$ cat src/rtl/laps_rx_pkg.sv
package laps_rx_pkg;
  localparam logic [7:0] OCT_FLAG   = 8'h7E;
  localparam logic [7:0] OCT_ESC    = 8'h7D;
  localparam logic [7:0] ESC_2_FLAG = 8'h5E;
  localparam logic [7:0] ESC_2_ESC  = 8'h5D;
  localparam logic [7:0] ESC_2_FILL = 8'hDD;

  localparam logic [31:0] CRC_PRESET  = 32'hFFFF_FFFF;
  localparam logic [31:0] CRC_RESIDUE = 32'hDEBB_20E3;
  localparam logic [31:0] CRC_POLY_R  = 32'hEDB8_8320;

  localparam int HDR_OCTETS = 4;
  localparam int FCS_OCTETS = 4;

  typedef enum logic [2:0] {
    ST_GOOD     = 3'd0,
    ST_HEADER   = 3'd1,
    ST_CHECK    = 3'd2,
    ST_ABORT    = 3'd3,
    ST_OVERSIZE = 3'd4
  } cause_e;

  typedef enum logic [1:0] {
    TK_NONE,
    TK_FLAG,
    TK_DATA,
    TK_ABORT
  } tok_e;
endpackage

$ cat src/rtl/laps_rx_unesc.sv
module laps_rx_unesc
  import laps_rx_pkg::*;
(
  input  logic       clk,
  input  logic       rst_n,
  input  logic       step,
  input  logic [7:0] oct_i,
  output tok_e       tok_o,
  output logic [7:0] data_o
);
  logic esc_q;
  logic esc_d;

  always_comb begin
    tok_o  = TK_NONE;
    data_o = oct_i;
    esc_d  = 1'b0;
    if (esc_q) begin
      unique case (oct_i)
        ESC_2_FLAG: begin tok_o = TK_DATA; data_o = OCT_FLAG; end
        ESC_2_ESC:  begin tok_o = TK_DATA; data_o = OCT_ESC;  end
        ESC_2_FILL: tok_o = TK_NONE;
        default:    tok_o = TK_ABORT;
      endcase
    end else if (oct_i == OCT_FLAG) begin
      tok_o = TK_FLAG;
    end else if (oct_i == OCT_ESC) begin
      esc_d = 1'b1;
    end else begin
      tok_o = TK_DATA;
    end
  end

  always_ff @(posedge clk or negedge rst_n) begin
    if (!rst_n)    esc_q <= 1'b0;
    else if (step) esc_q <= esc_d;
  end
endmodule

$ cat src/rtl/laps_rx_crc32.sv
module laps_rx_crc32
  import laps_rx_pkg::*;
#(
  parameter logic [31:0] POLY = CRC_POLY_R
) (
  input  logic [31:0] crc_i,
  input  logic [7:0]  oct_i,
  output logic [31:0] crc_o
);
  always_comb begin
    crc_o = crc_i;
    for (int i = 0; i < 8; i++) begin
      if (crc_o[0] ^ oct_i[i]) crc_o = (crc_o >> 1) ^ POLY;
      else                     crc_o = crc_o >> 1;
    end
  end
endmodule

$ cat src/rtl/laps_rx_hold.sv
module laps_rx_hold #(
  parameter int W     = 8,
  parameter int DEPTH = 5
) (
  input  logic         clk,
  input  logic         rst_n,
  input  logic         clr,
  input  logic         push,
  input  logic [W-1:0] din,
  output logic [W-1:0] oldest,
  output logic         full
);
  localparam int FW = $clog2(DEPTH + 1);

  logic [W-1:0]  stg [DEPTH];
  logic [FW-1:0] fill_q;

  always_ff @(posedge clk or negedge rst_n) begin
    if (!rst_n) begin
      fill_q <= '0;
      for (int i = 0; i < DEPTH; i++) stg[i] <= '0;
    end else if (clr) begin
      fill_q <= '0;
    end else if (push) begin
      stg[0] <= din;
      for (int i = 1; i < DEPTH; i++) stg[i] <= stg[i-1];
      if (fill_q != FW'(DEPTH)) fill_q <= fill_q + 1'b1;
    end
  end

  assign oldest = stg[DEPTH-1];
  assign full   = (fill_q == FW'(DEPTH));
endmodule

$ cat src/rtl/laps_rx_decap.sv
module laps_rx_decap
  import laps_rx_pkg::*;
#(
  parameter int LEN_W = 12
) (
  input  logic             clk,
  input  logic             rst_n,
  input  logic             in_valid,
  output logic             in_ready,
  input  logic [7:0]       in_data,
  output logic             out_valid,
  input  logic             out_ready,
  output logic [7:0]       out_data,
  output logic             out_sop,
  output logic             out_eop,
  output logic             st_valid,
  output logic [2:0]       st_code,
  input  logic [7:0]       cfg_addr,
  input  logic [7:0]       cfg_ctrl,
  input  logic [15:0]      cfg_sapi,
  input  logic [LEN_W-1:0] cfg_max_len
);
  localparam int             DLY    = FCS_OCTETS + 1;
  localparam logic [LEN_W-1:0] HDR_N = LEN_W'(HDR_OCTETS);
  localparam logic [LEN_W-1:0] MIN_N = LEN_W'(HDR_OCTETS + FCS_OCTETS);

  logic             fire;
  tok_e             tok;
  logic [7:0]       dec;
  logic [31:0]      crc_q, crc_nx;
  logic [LEN_W-1:0] cnt_q;
  logic [LEN_W:0]   cnt_p1;
  logic             bad_q, sop_q, drop_q;
  logic [7:0]       hdr_exp;
  logic [7:0]       oldest;
  logic             full;

  logic   emit, e_sop, e_eop, st_fire;
  cause_e st_c;
  logic   clr, push, upd, set_bad, set_sop, drop_set, drop_clr;

  assign fire     = in_valid && in_ready;
  assign in_ready = !out_valid || out_ready;
  assign cnt_p1   = {1'b0, cnt_q} + 1'b1;

  laps_rx_unesc u_unesc (
    .clk(clk), .rst_n(rst_n), .step(fire), .oct_i(in_data),
    .tok_o(tok), .data_o(dec)
  );

  laps_rx_crc32 u_crc (.crc_i(crc_q), .oct_i(dec), .crc_o(crc_nx));

  laps_rx_hold #(.W(8), .DEPTH(DLY)) u_hold (
    .clk(clk), .rst_n(rst_n), .clr(clr), .push(push), .din(dec),
    .oldest(oldest), .full(full)
  );

  always_comb begin
    unique case (cnt_q[1:0])
      2'd0:    hdr_exp = cfg_addr;
      2'd1:    hdr_exp = cfg_ctrl;
      2'd2:    hdr_exp = cfg_sapi[15:8];
      default: hdr_exp = cfg_sapi[7:0];
    endcase
  end

  // Per accepted octet: decide beat, status and frame state changes.
  always_comb begin
    emit = 1'b0; e_sop = 1'b0; e_eop = 1'b0;
    st_fire = 1'b0; st_c = ST_GOOD;
    clr = 1'b0; push = 1'b0; upd = 1'b0; set_bad = 1'b0; set_sop = 1'b0;
    drop_set = 1'b0; drop_clr = 1'b0;
    if (fire) begin
      unique case (tok)
        TK_DATA: if (!drop_q) begin
          if (cnt_p1 > {1'b0, cfg_max_len}) begin
            st_fire = 1'b1; st_c = ST_OVERSIZE;
            drop_set = 1'b1; clr = 1'b1;
            if (sop_q) begin emit = 1'b1; e_eop = 1'b1; end
          end else begin
            upd = 1'b1;
            if (cnt_q < HDR_N) begin
              if (dec != hdr_exp) set_bad = 1'b1;
            end else begin
              push = 1'b1;
              if (full && !bad_q) begin
                emit = 1'b1; e_sop = !sop_q; set_sop = 1'b1;
              end
            end
          end
        end
        TK_ABORT: if (!drop_q) begin
          st_fire = 1'b1; st_c = ST_ABORT;
          drop_set = 1'b1; clr = 1'b1;
          if (sop_q) begin emit = 1'b1; e_eop = 1'b1; end
        end
        TK_FLAG: begin
          if (drop_q) begin
            drop_clr = 1'b1;
          end else if (cnt_q != '0) begin
            st_fire = 1'b1; clr = 1'b1;
            if (cnt_q < HDR_N || bad_q)                 st_c = ST_HEADER;
            else if (cnt_q < MIN_N || crc_q != CRC_RESIDUE) st_c = ST_CHECK;
            else                                        st_c = ST_GOOD;
            if (full && !bad_q) begin
              emit = 1'b1; e_eop = 1'b1; e_sop = !sop_q;
            end
          end
        end
        default: ;
      endcase
    end
  end

  always_ff @(posedge clk or negedge rst_n) begin
    if (!rst_n) begin
      cnt_q <= '0; crc_q <= CRC_PRESET; bad_q <= 1'b0; sop_q <= 1'b0;
      drop_q <= 1'b0;
      out_valid <= 1'b0; out_data <= '0; out_sop <= 1'b0; out_eop <= 1'b0;
      st_valid <= 1'b0; st_code <= '0;
    end else begin
      if (clr) begin
        cnt_q <= '0; crc_q <= CRC_PRESET; bad_q <= 1'b0; sop_q <= 1'b0;
      end else begin
        if (upd)     begin cnt_q <= cnt_p1[LEN_W-1:0]; crc_q <= crc_nx; end
        if (set_bad) bad_q <= 1'b1;
        if (set_sop) sop_q <= 1'b1;
      end
      if (drop_set)      drop_q <= 1'b1;
      else if (drop_clr) drop_q <= 1'b0;

      if (emit) begin
        out_valid <= 1'b1; out_data <= oldest;
        out_sop <= e_sop; out_eop <= e_eop;
      end else if (out_ready) begin
        out_valid <= 1'b0;
      end
      st_valid <= st_fire;
      st_code  <= st_c;
    end
  end
endmodule

$ cat config.mk
export PLATFORM = sky130hd
export DESIGN_NAME = laps_rx_decap
export DESIGN_NICKNAME = d
export VERILOG_FILES = /design/src/rtl/laps_rx_pkg.sv /design/src/rtl/laps_rx_unesc.sv /design/src/rtl/laps_rx_crc32.sv /design/src/rtl/laps_rx_hold.sv /design/src/rtl/laps_rx_decap.sv
export SDC_FILE = /design/constraint.sdc
export NUM_CORES = 1
export LEC_CHECK = 0
export ABC_AREA = 1
export BUFFER_PORTS_ARGS = -buffer_cell sky130_fd_sc_hd__clkbuf_2
export CORE_MARGIN = 2
export CORE_UTILIZATION = 50
export CTS_BUF_LIST = sky130_fd_sc_hd__clkbuf_4
export DETAILED_ROUTE_END_ITERATION = 12
export HOLD_SLACK_MARGIN = 0.02
export PLACE_DENSITY = 0.7
export SETUP_SLACK_MARGIN = 0.05
export SLEW_MARGIN = 0
export SYNTH_ARGS = -nofsm -noshare
export SYNTH_HDL_FRONTEND = slang
export SYNTH_SLANG_ARGS = --single-unit
$ cat constraint.sdc
create_clock -name clk -period 5.6 [get_ports clk]
set_clock_uncertainty 0.05 [all_clocks]
set_input_delay 0.28 -clock clk [delete_from_list [all_inputs] [get_ports clk]]
set_output_delay 0.28 -clock clk [all_outputs]
set_load 0.02 [all_outputs]
# After elaboration in Yosys (flattened, before gate mapping)
# Index checks and enable logic that the tools add are counted.
# W data, S select, Z words.
word_totals:
  input_bits: 56
  reg_bits: 106
  elab_cells: 169
classes:
  n_mux: 95
  bitwise: 17
  addsub: 2
  n_reduce_logical: 20
  order_cmp: 3
  n_eq_ne: 14
ops:
  columns: ["cell", "count"]
  rows:
  - ["$mux W32", 10]
  - ["$not A13 Y14", 8]
  - ["$mux W1", 59]
  - ["$eq A8 B7 Y1 const B", 4]
  - ["$ne A32 B32 Y1 const B", 1]
  - ["$mux W12", 2]
  - ["$pmux W8 S3", 1]
  - ["$mux W3", 6]
  - ["$mux W2", 8]
  - ["$pmux W8 S2", 1]
  - ["$reduce_bool A2 Y1", 7]
  - ["$add A12 B1 Y13 const B", 1]
  - ["$gt A13 B12 Y1", 1]
  - ["$lt A12 B3 Y1 const B", 1]
  - ["$lt A12 B4 Y1 const B", 1]
  - ["$reduce_bool A12 Y1", 1]
  - ["$pmux W1 S3", 3]
  - ["$pmux W3 S3", 1]
  - ["$eq A8 B8 Y1 const B", 1]
  - ["$mux W8", 1]
  - ["$ne A8 B8 Y1", 1]
  - ["$xor A1 B1 Y1", 8]
  - ["$eq A2 B2 Y1 const B", 3]
  - ["$eq A2 B1 Y1 const B", 2]
  - ["12 further kinds", 19]

# Depth between registers and ports, before layout
# Gate-level depths: netlist of the first run.
depth:
  ltp_word: 21
  ltp_mapped: 21
  ltp_nobuf: 20

# Cells and area by module
# Synthesis of the first run repeated with hierarchy kept, for this count alone.
unflattened:
  cells_unflattened: 925
  area_unflattened_um2: 7126.8
by_module_without_submodules:
  columns: ["mod", "area_each_um2", "cells_each", "seq_area_each_um2", "n_inst"]
  rows:
  - ["laps_rx_decap", 3902.5, 497, 1591.5, 1]
  - ["laps_rx_hold", 1767.9, 188, 1076.0, 1]
  - ["laps_rx_crc32", 1233.7, 195, 0.0, 1]
  - ["laps_rx_unesc", 222.7, 45, 25.0, 1]

# Worst setup path before layout of the first run
# Ideal clock, no wire load.
synth_timing:
  kind: "flip-flop to flip-flop"
  from: "reg cnt_q[0]"
  to: "reg out_data[0]"
  setup_ns: 0.118
  stages_incl_launch_ff: 19
  path_slack_ns: 2.495
  period_less_slack_ns: 3.105
  required_time_ns: 5.432
  arrival_ns: 2.937
  cell_sequence: "dfrtp_1 -> ha_1 -> inv_1 -> clkbuf_1 -> nor3_1 -> nand4_1 -> xnor2_1 -> ha_1 -> a21oi_1 -> nor2_1 -> nor3_1 -> nand2_1 -> nand2_1 -> nand3_4 -> inv_2 -> nand3_1 -> buf_4 -> nand3_1 -> nand2_1"
synth_via:
  elab_chain_cells: 6
  word_cells_on_any_way: 11
  classes_between: "add/sub: 1; order compare: 2; mux: 7; reduce/logical: 1"
synth_rtl:
  columns: ["item", "line", "rtl"]
  rows:
  - ["start, declared", "laps_rx_decap.sv:31", "logic [LEN_W-1:0] cnt_q;"]
  - ["start signal, assigned", "laps_rx_decap.sv:125", "if (upd) begin cnt_q <= cnt_p1[LEN_W-1:0]; crc_q <= crc_nx; end"]
  - ["$add A12 B1 Y13 / $lt A12 B3 Y1 (equally long branches)", "laps_rx_decap.sv:44, laps_rx_decap.sv:82", null]
  - ["$gt A13 B12 Y1 / $mux W1 (equally long branches)", "laps_rx_decap.sv:76, laps_rx_decap.sv:82", null]
  - ["$mux W1", "laps_rx_decap.sv:76", "if (cnt_p1 > {1'b0, cfg_max_len}) begin"]
  - ["$mux W1", "laps_rx_decap.sv:75", "TK_DATA: if (!drop_q) begin"]
  - ["$pmux W1 S3 (*)", "laps_rx_decap.sv:74", "unique case (tok)"]
  - ["$mux W1 (*)", "laps_rx_decap.sv:73", "if (fire) begin"]
  - ["end signal, assigned", "laps_rx_decap.sv:119", "out_valid <= 1'b0; out_data <= '0; out_sop <= 1'b0; out_eop <= 1'b0;"]
  - ["end signal, assigned", "laps_rx_decap.sv:133", "out_valid <= 1'b1; out_data <= oldest;"]
  - ["end, declared", "laps_rx_decap.sv:13", "output logic [7:0] out_data,"]
# Mark *: on every way between the ends. The rest lies on a longest branch, timed or not.
# A chain may end at the register's enable or synchronous reset.

# Worst setup path in the final report of the first run
layout_timing:
  from: "reg cnt_q[0]"
  to: "reg u_hold.fill_q[1]"
layout_via:
  elab_chain_cells: 8
  word_cells_on_any_way: 19
  classes_between: "add/sub: 1; order compare: 2; mux: 12; reduce/logical: 4"
layout_rtl:
  columns: ["item", "line", "rtl"]
  rows:
  - ["$add A12 B1 Y13 / $lt A12 B3 Y1 (equally long branches)", "laps_rx_decap.sv:44, laps_rx_decap.sv:82", null]
  - ["$gt A13 B12 Y1 / $mux W1 (equally long branches)", "laps_rx_decap.sv:76, laps_rx_decap.sv:82", null]
  - ["$mux W1", "laps_rx_decap.sv:76", null]
  - ["$mux W1", "laps_rx_decap.sv:75", null]
  - ["$pmux W1 S3 / $mux W1 (equally long branches)", "laps_rx_decap.sv:74", null]
  - ["$mux W1", "laps_rx_decap.sv:73", null]
  - ["$reduce_bool A2 Y1 (no line)", null, null]
  - ["$reduce_and A2 Y1 (no line)", null, null]
  - ["end signal, assigned", "laps_rx_hold.sv:27", "if (fill_q != FW'(DEPTH)) fill_q <= fill_q + 1'b1;"]
  - ["end, declared", "laps_rx_hold.sv:16", "logic [FW-1:0] fill_q;"]
# Parallel ways exist; a longest one is shown, timed or not.

==> results.json, run 1 <==
{
  "cp.arrival_ps": 4880,
  "switching_share": 0.472,
  "num_io_pins": 72,
  "slew_viol_final": 0,
  "gp_congestion": 0.914,
  "worstRegToRegCells": 17,
  "syn-mean-instance-area_um2": 7.41,
  "mostFrequentLayoutCell": "nand2_1",
  "antenna_found_initial": 0,
  "rows": 42,
  "cts_max_level": 3,
  "ys.flop_type": "dfrtp_1",
  "fp.dieArea_mm2": 0.0143,
  "seq_area_mm2": 0.00269,
  "nNetsFinal": 1039,
  "reg2reg_to": "u_hold.fill_q[1]",
  "fmax_mhz": 220,
  "cp-start-kind": "flop",
  "dp_hpwl_mm": 11.6,
  "cp_slowest_cell": "nor2_2",
  "grt_pass1_vias": 5430,
  "grt_use_met3": 0.0347,
  "status": "complete, no violations",
  "cts_num_sinks": 106,
  "vias_per_cell": 5.12,
  "syn_inst": 901,
  "fin_crit_ps": 4550,
  "setup_viol": 0,
  "grt_busiest_layer": "met2",
  "synth_top_area_cell": "dfrtp_1",
  "cts-root-buf": "clkbuf_4",
  "min_period_over_period": 0.812,
  "io_buffers": 71,
  "synth_warnings": 0,
  "leakage_uw": 0.00396,
  "initialDrtViolationCount": 593,
  "syn2layout_area_growth_pct": 9.97,
  "clkPwrFrac": 0.103,
  "cp.required_ps": 5940,
  "netlist_area_mm2": 0.00668,
  "cts_tree": "built",
  "p_total_uw": 3860,
  "ys_ff_latch": 106,
  "cp_cell_sequence": "ha_1 -> inv_1 -> nor3_1 -> nand4_1 -> xnor2_1 -> ha_1 -> nand2_1 -> nor2_1 -> nand4_1 -> nor2_1 -> o21ai_1 -> nand2_1 -> nand3_4 -> nor2_2 -> nand2_1 -> nand3_1 -> o21ai_0",
  "num_vias": 5864,
  "antenna_cells": 0,
  "ys_types": 34,
  "drc": 0,
  "grt_overflow": 0,
  "cp_max_fo": 39,
  "path_clk_slew_ps": 190,
  "cpMostUsedCell": "nand2_1",
  "met2_usage": 0.376,
  "initial_core_util": 0.508,
  "post-cts-setup-buffer-count": 0,
  "max_cap_violations": 0,
  "wl_per_cell_um": 13.7,
  "max_stage_delay_ps": 750,
  "critPathLaunch": "cnt_q[0]",
  "max_slew_margin": 0.356,
  "drive_gt1_frac": 0.158,
  "hold_viol": 0,
  "worstHoldPathType": "input port to flop",
  "grt_max_degree": 78,
  "clk_latency_ps": 500,
  "comb_power_share": 0.538,
  "use_met1": 0.322,
  "fillers": 1296,
  "tightest_slew_ps": 966,
  "ant_nets": 0,
  "rsz0062_at_grt": "no",
  "peakVddDrop_mv": 0.302,
  "crit_path_end": "u_hold.fill_q[1]",
  "multi_input_area_mm2": 0.00337,
  "place_ws_ps": 1100,
  "clock_path_buffers": 2,
  "cp-end-kind": "flop",
  "layout_common_cells": "nand2_1 (301), inv_1 (107), nand3_1 (89)",
  "power_density_mw_per_mm2": 526,
  "cts_buffers": 9,
  "finalWorstSetupSlack_ps": 1050,
  "r2r-start": "cnt_q[0]",
  "reg2reg_slack_ps": 1050,
  "grt_pass1_wl_mm": 26.7,
  "core_mm2": 0.0131,
  "dr.pass1.iters": 6,
  "crit_type": "flop to flop",
  "async_reset_ff_frac": 1.00,
  "synth_area_leaders": "dfrtp_1 (28%), nand2_1 (17%), dfstp_2 (13%), xor2_1 (7.5%), nand3_1 (6.7%)",
  "p_switching_uw": 1820,
  "die_y_um": 120,
  "die_w_um": 120,
  "ctsResizeCount": 0,
  "p_seq_frac": 0.359,
  "synth-edff-count": 0,
  "postCtsHoldBufs": 8,
  "synth_seq_area_share": 0.403,
  "synth.top_cell.area_share": 0.277,
  "wl_mm": 15.7,
  "syn_nets": 976,
  "grt_use_total": 0.232,
  "internal_power_uw": 2040,
  "finalSetupTns_ps": 0
}
-- how the worst min path moves through the flow --
stage / start / to / slack [ps] / cells after the start
after global routing: in_data[6] / u_hold.stg[38] / 80 / 3
after CTS: in_data[6] / u_hold.stg[38] / 60 / 3
final: in_data[6] / u_hold.stg[38] / 100 / 3
after global placement: rst_n / cnt_q[1] / 190 / 1
after detailed placement: rst_n / cnt_q[1] / 190 / 1
after floorplan: rst_n / bad_q / -70 / 0
-- critical path, delay by kind of cell (launching register included) --
kind | cells | cell delay [ps]
adder cells (fa/ha/maj) | 2 | 640
AO/OA/AOI/OAI | 2 | 220
XOR/XNOR | 1 | 180
flip-flops | 1 | 510
AND/OR/NAND/NOR | 11 | 2620
buffers and inverters | 1 | 210
-- cells in the mapped netlist (3+ instances only) --
cell / instances
or2_2: 8
buf_4: 3
nor3_1: 4
dfstp_2: 32
nand4_1: 12
nand3b_1: 7
nand2_1: 301
inv_1: 107
o21ai_0: 29
ha_1: 19
dfrtp_1: 74
xnor2_1: 10
buf_6: 3
xor2_1: 57
o21ai_1: 39
nand3_1: 89
nor2_1: 28
nand2_2: 5
o211ai_1: 11
buf_2: 21
clkbuf_1: 5
a21oi_1: 11
nor4_1: 5
inv_2: 7
-- registers in the layout, indices dropped and copies added, names as in the netlist --
name / count
u_hold.oldest: 8
u_hold.stg: 32
u_unesc.esc_q: 1
st_valid: 1
cnt_q: 12
out_sop: 1
st_code: 3
crc_q: 32
u_hold.fill_q: 3
out_data: 8
drop_q: 1
out_valid: 1
sop_q: 1
bad_q: 1
out_eop: 1
-- cell families (layout without fill, tap and decap cells) --
family	after synthesis	in the layout	synth area share
AO/OA/AOI/OAI	94	94	0.0757
AND/OR/NAND/NOR	466	466	0.301
buffers and inverters	147	215	0.0916
adder cells (fa/ha/maj)	19	19	0.0356
flip-flops	106	106	0.403
XOR/XNOR	69	69	0.0927
-- power groups by stage --
stage          clock (uW)  sequential (uW)  combinational [uW]
2_1_floorplan           0             1370                1640
3_3_place_gp            0             1390                2030
3_5_place_dp            0             1400                2060
4_1_cts               416             1380                2080
5_1_grt               442             1430                2370
6_report              399             1390                2080
-- metal layers --
layer  vias up  part of all wire
met5         -                 0
met4         0             0.019
met3        25             0.047
met2       147              0.47
met1      2722              0.47
li1       2970                 -
-- area by class of cell --
class	count	share of cell area
multi-input combinational	648	0.459
inverter	115	0.0588
clock inverter	7	0.0112
timing repair buffer	84	0.0647
tap	176	0.0300
sequential	106	0.367
clock buffer	9	0.00920
-- metrics by stage --
step | util | instance area (um^2) | std cells | hold WS, ps
final | 0.559 | 7340 | 1145 | 99.2
after global routing | 0.559 | 7340 | 1145 | 79.3
after CTS | 0.559 | 7340 | 1145 | 56.5
after detailed placement | 0.542 | 7110 | 1121 | 188
after global placement | 0.542 | 7110 | 1121 | 186
after floorplan | - | 6680 | 901 | -65.6
(Power assumes the default switching activity.)
==> inputs of run 2 (changes only) <==
--- a/config.mk
+++ b/config.mk
@@ -5,7 +5,7 @@
 export SDC_FILE = /design/constraint.sdc
 export NUM_CORES = 1
 export LEC_CHECK = 0
-export ABC_AREA = 1
+export ABC_AREA = 0
 export BUFFER_PORTS_ARGS = -buffer_cell sky130_fd_sc_hd__clkbuf_2
 export CORE_MARGIN = 2
 export CORE_UTILIZATION = 50
==> constraint.sdc (replaced) <==
create_clock -name clk -period 4.5 [get_ports clk]
set_clock_uncertainty 0.05 [all_clocks]
set_input_delay 0.225 -clock clk [delete_from_list [all_inputs] [get_ports clk]]
set_output_delay 0.225 -clock clk [all_outputs]
set_load 0.02 [all_outputs]
==> results.json, run 2 <==
{
  "status": "complete, no violations",
  "gp_congestion": 0.942,
  "setup_viol": 0,
  "syn-mean-instance-area_um2": 10.7,
  "min_period_over_period": 0.927,
  "synth_most_common_cell": "dfrtp_1",
  "post-cts-setup-buffer-count": 0,
  "drc": 0,
  "netlist_area_mm2": 0.00602,
  "hold_ws_ps": 76.1,
  "drive_gt1_frac": 0.278,
  "cp-start-kind": "flop",
  "antenna_cells": 0,
  "worstHoldPathType": "input port to flop",
  "dp_hpwl_mm": 9.51,
  "wl_per_cell_um": 16.6,
  "synth_warnings": 0,
  "multi_input_area_mm2": 0.00309,
  "grt_max_degree": 76,
  "finalSetupTns_ps": 0,
  "initialDrtViolationCount": 235,
  "cp_max_fo": 44,
  "wl_mm": 12.9,
  "path_clk_slew_ps": 150,
  "max_slew_margin": 0.368,
  "synth.top_cell.area_share": 0.308,
  "ys_ff_latch": 106,
  "num_vias": 4310,
  "rsz0062_at_grt": "no",
  "grt_pass1_wl_mm": 21.5,
  "leakage_uw": 0.00297,
  "power_density_mw_per_mm2": 782,
  "die_y_um": 114,
  "fmax_mhz": 240,
  "slew_viol_final": 0,
  "peakVddDrop_mv": 0.798,
  "die_w_um": 114,
  "reg.largest.list": "crc_q x32, u_hold.stg x32, cnt_q x12",
  "clk_latency_ps": 460,
  "rows": 40,
  "grt_overflow": 0,
  "syn_inst": 563,
  "num_io_pins": 72,
  "ant_nets": 0,
  "nNetsFinal": 700,
  "synth-edff-count": 0,
  "initial_core_util": 0.507,
  "grt_use_total": 0.211,
  "layout_common_cells": "dfrtp_1 (74), clkbuf_2 (70), xnor2_1 (67)",
  "tightest_slew_ps": 948,
  "fin_crit_ps": 4170,
  "clock_path_buffers": 2,
  "crit_type": "flop to flop",
  "fp.dieArea_mm2": 0.0129,
  "dr.pass1.iters": 4,
  "max_cap_violations": 0,
  "cts_max_level": 3,
  "seq_area_mm2": 0.00269,
  "fillers": 1044,
  "synth_commonest_cells": "dfrtp_1 (74), xnor2_1 (67), nand2_1 (52)",
  "cts_buffers": 9,
  "cts-root-buf": "clkbuf_4",
  "cp.arrival_ps": 4470,
  "cts_tree": "built",
  "syn_nets": 638,
  "cp-end-kind": "flop",
  "cts_num_sinks": 106,
  "mostFrequentLayoutCell": "dfrtp_1",
  "async_reset_ff_frac": 1.00,
  "ys_types": 55,
  "finalWorstSetupSlack_ps": 327,
  "io_buffers": 71,
  "vias_per_cell": 5.55,
  "syn2layout_area_growth_pct": 11.1,
  "core_mm2": 0.0119,
  "grt_pass1_vias": 4303,
  "cp.required_ps": 4800,
  "place_ws_ps": 252,
  "hold_viol": 0,
  "synth_seq_area_share": 0.447,
  "antenna_found_initial": 0,
  "ys.flop_type": "dfrtp_1",
  "synth_area_leaders": "dfrtp_1 (31%), dfstp_2 (14%), xnor2_1 (9.7%), mux2_2 (7.3%), xor2_1 (4.4%)",
  "synth_top_area_cell": "dfrtp_1"
}
run 2: critical path: stages, from the launching register on:
cell and delay [ps]:
dfrtp_1 500, and3_1 240, nand3_1 200, nor3_1 400, nand3_1 170, xnor2_1 150, ha_1 200, a211oi_1 210
o21ai_0 130, nor4_1 510, nor2_1 270, nor3_4 250, buf_6 360, mux2_2 390
run 2: metrics by stage:
stage / total power, uW / cell area [um^2] / util / instances
after CTS: 5260 / 6680 / 0.563 / 777
final: 5230 / 6690 / 0.564 / 777
after global routing: 5660 / 6690 / 0.564 / 777
after detailed placement: 4690 / 6500 / 0.548 / 759
after floorplan: 4080 / 6020 / - / 563
after global placement: 4610 / 6500 / 0.548 / 759
run 2: what timing repair did:
action,in CTS,in global routing
setup endpoints to repair,0,49
hold endpoints to repair,61,0
resized for setup,0,2
hold buffers,2,0
run 2: kinds of logic after synthesis:
logic type | after synthesis | share of synthesized area
muxes | 56 | 0.103
AOI/OAI and AO/OA | 74 | 0.0902
xor gates and xnor gates | 101 | 0.154
buffers and inverters | 58 | 0.0397
and+or+nand+nor | 149 | 0.126
DFF | 106 | 0.447
adders and majority gates | 19 | 0.0395
run 2: path summary, 6_finish.rpt:
path | from | endpoint | slack, ps | cells after the start
worst max-delay path | cnt_q[2] | u_hold.stg[32] | 330 | 13
worst min-delay path | in_data[2] | u_hold.stg[34] | 80 | 2
worst max register to register | cnt_q[2] | u_hold.stg[32] | 330 | 13
worst min register to register | out_data[4] | out_data[4] | 450 | 1
max in group asynchronous | rst_n | crc_q[14] | 3000 | 3
min in group asynchronous | rst_n | u_hold.stg[11] | 380 | 2
run 2: power breakdown:
part           total (uW)  internal, uW  switching [uW]
Combinational        2870          1400            1470
Clock                 543           238             305
Sequential           1820          1480             334
run 2: layout make-up:
type                       instances  area share
clock buffer                      11      0.0124
clock inverter                     5      0.0118
inverter                          28      0.0157
multi-input combinational        399       0.462
sequential                       106       0.403
tap                              147      0.0275
timing repair buffer              81      0.0679
run 2: routing by layer:
| layer | vias up | GRT usage | wire (um) |
|---|---|---|---|
| met1 | 2089 | 0.280 | 5880 |
| met2 | 102 | 0.347 | 6150 |
| met4 | 0 | 0.0764 | 319 |
| met3 | 20 | 0.0404 | 537 |
| met5 | - | 0 | 0 |
| li1 | 2099 | - | - |
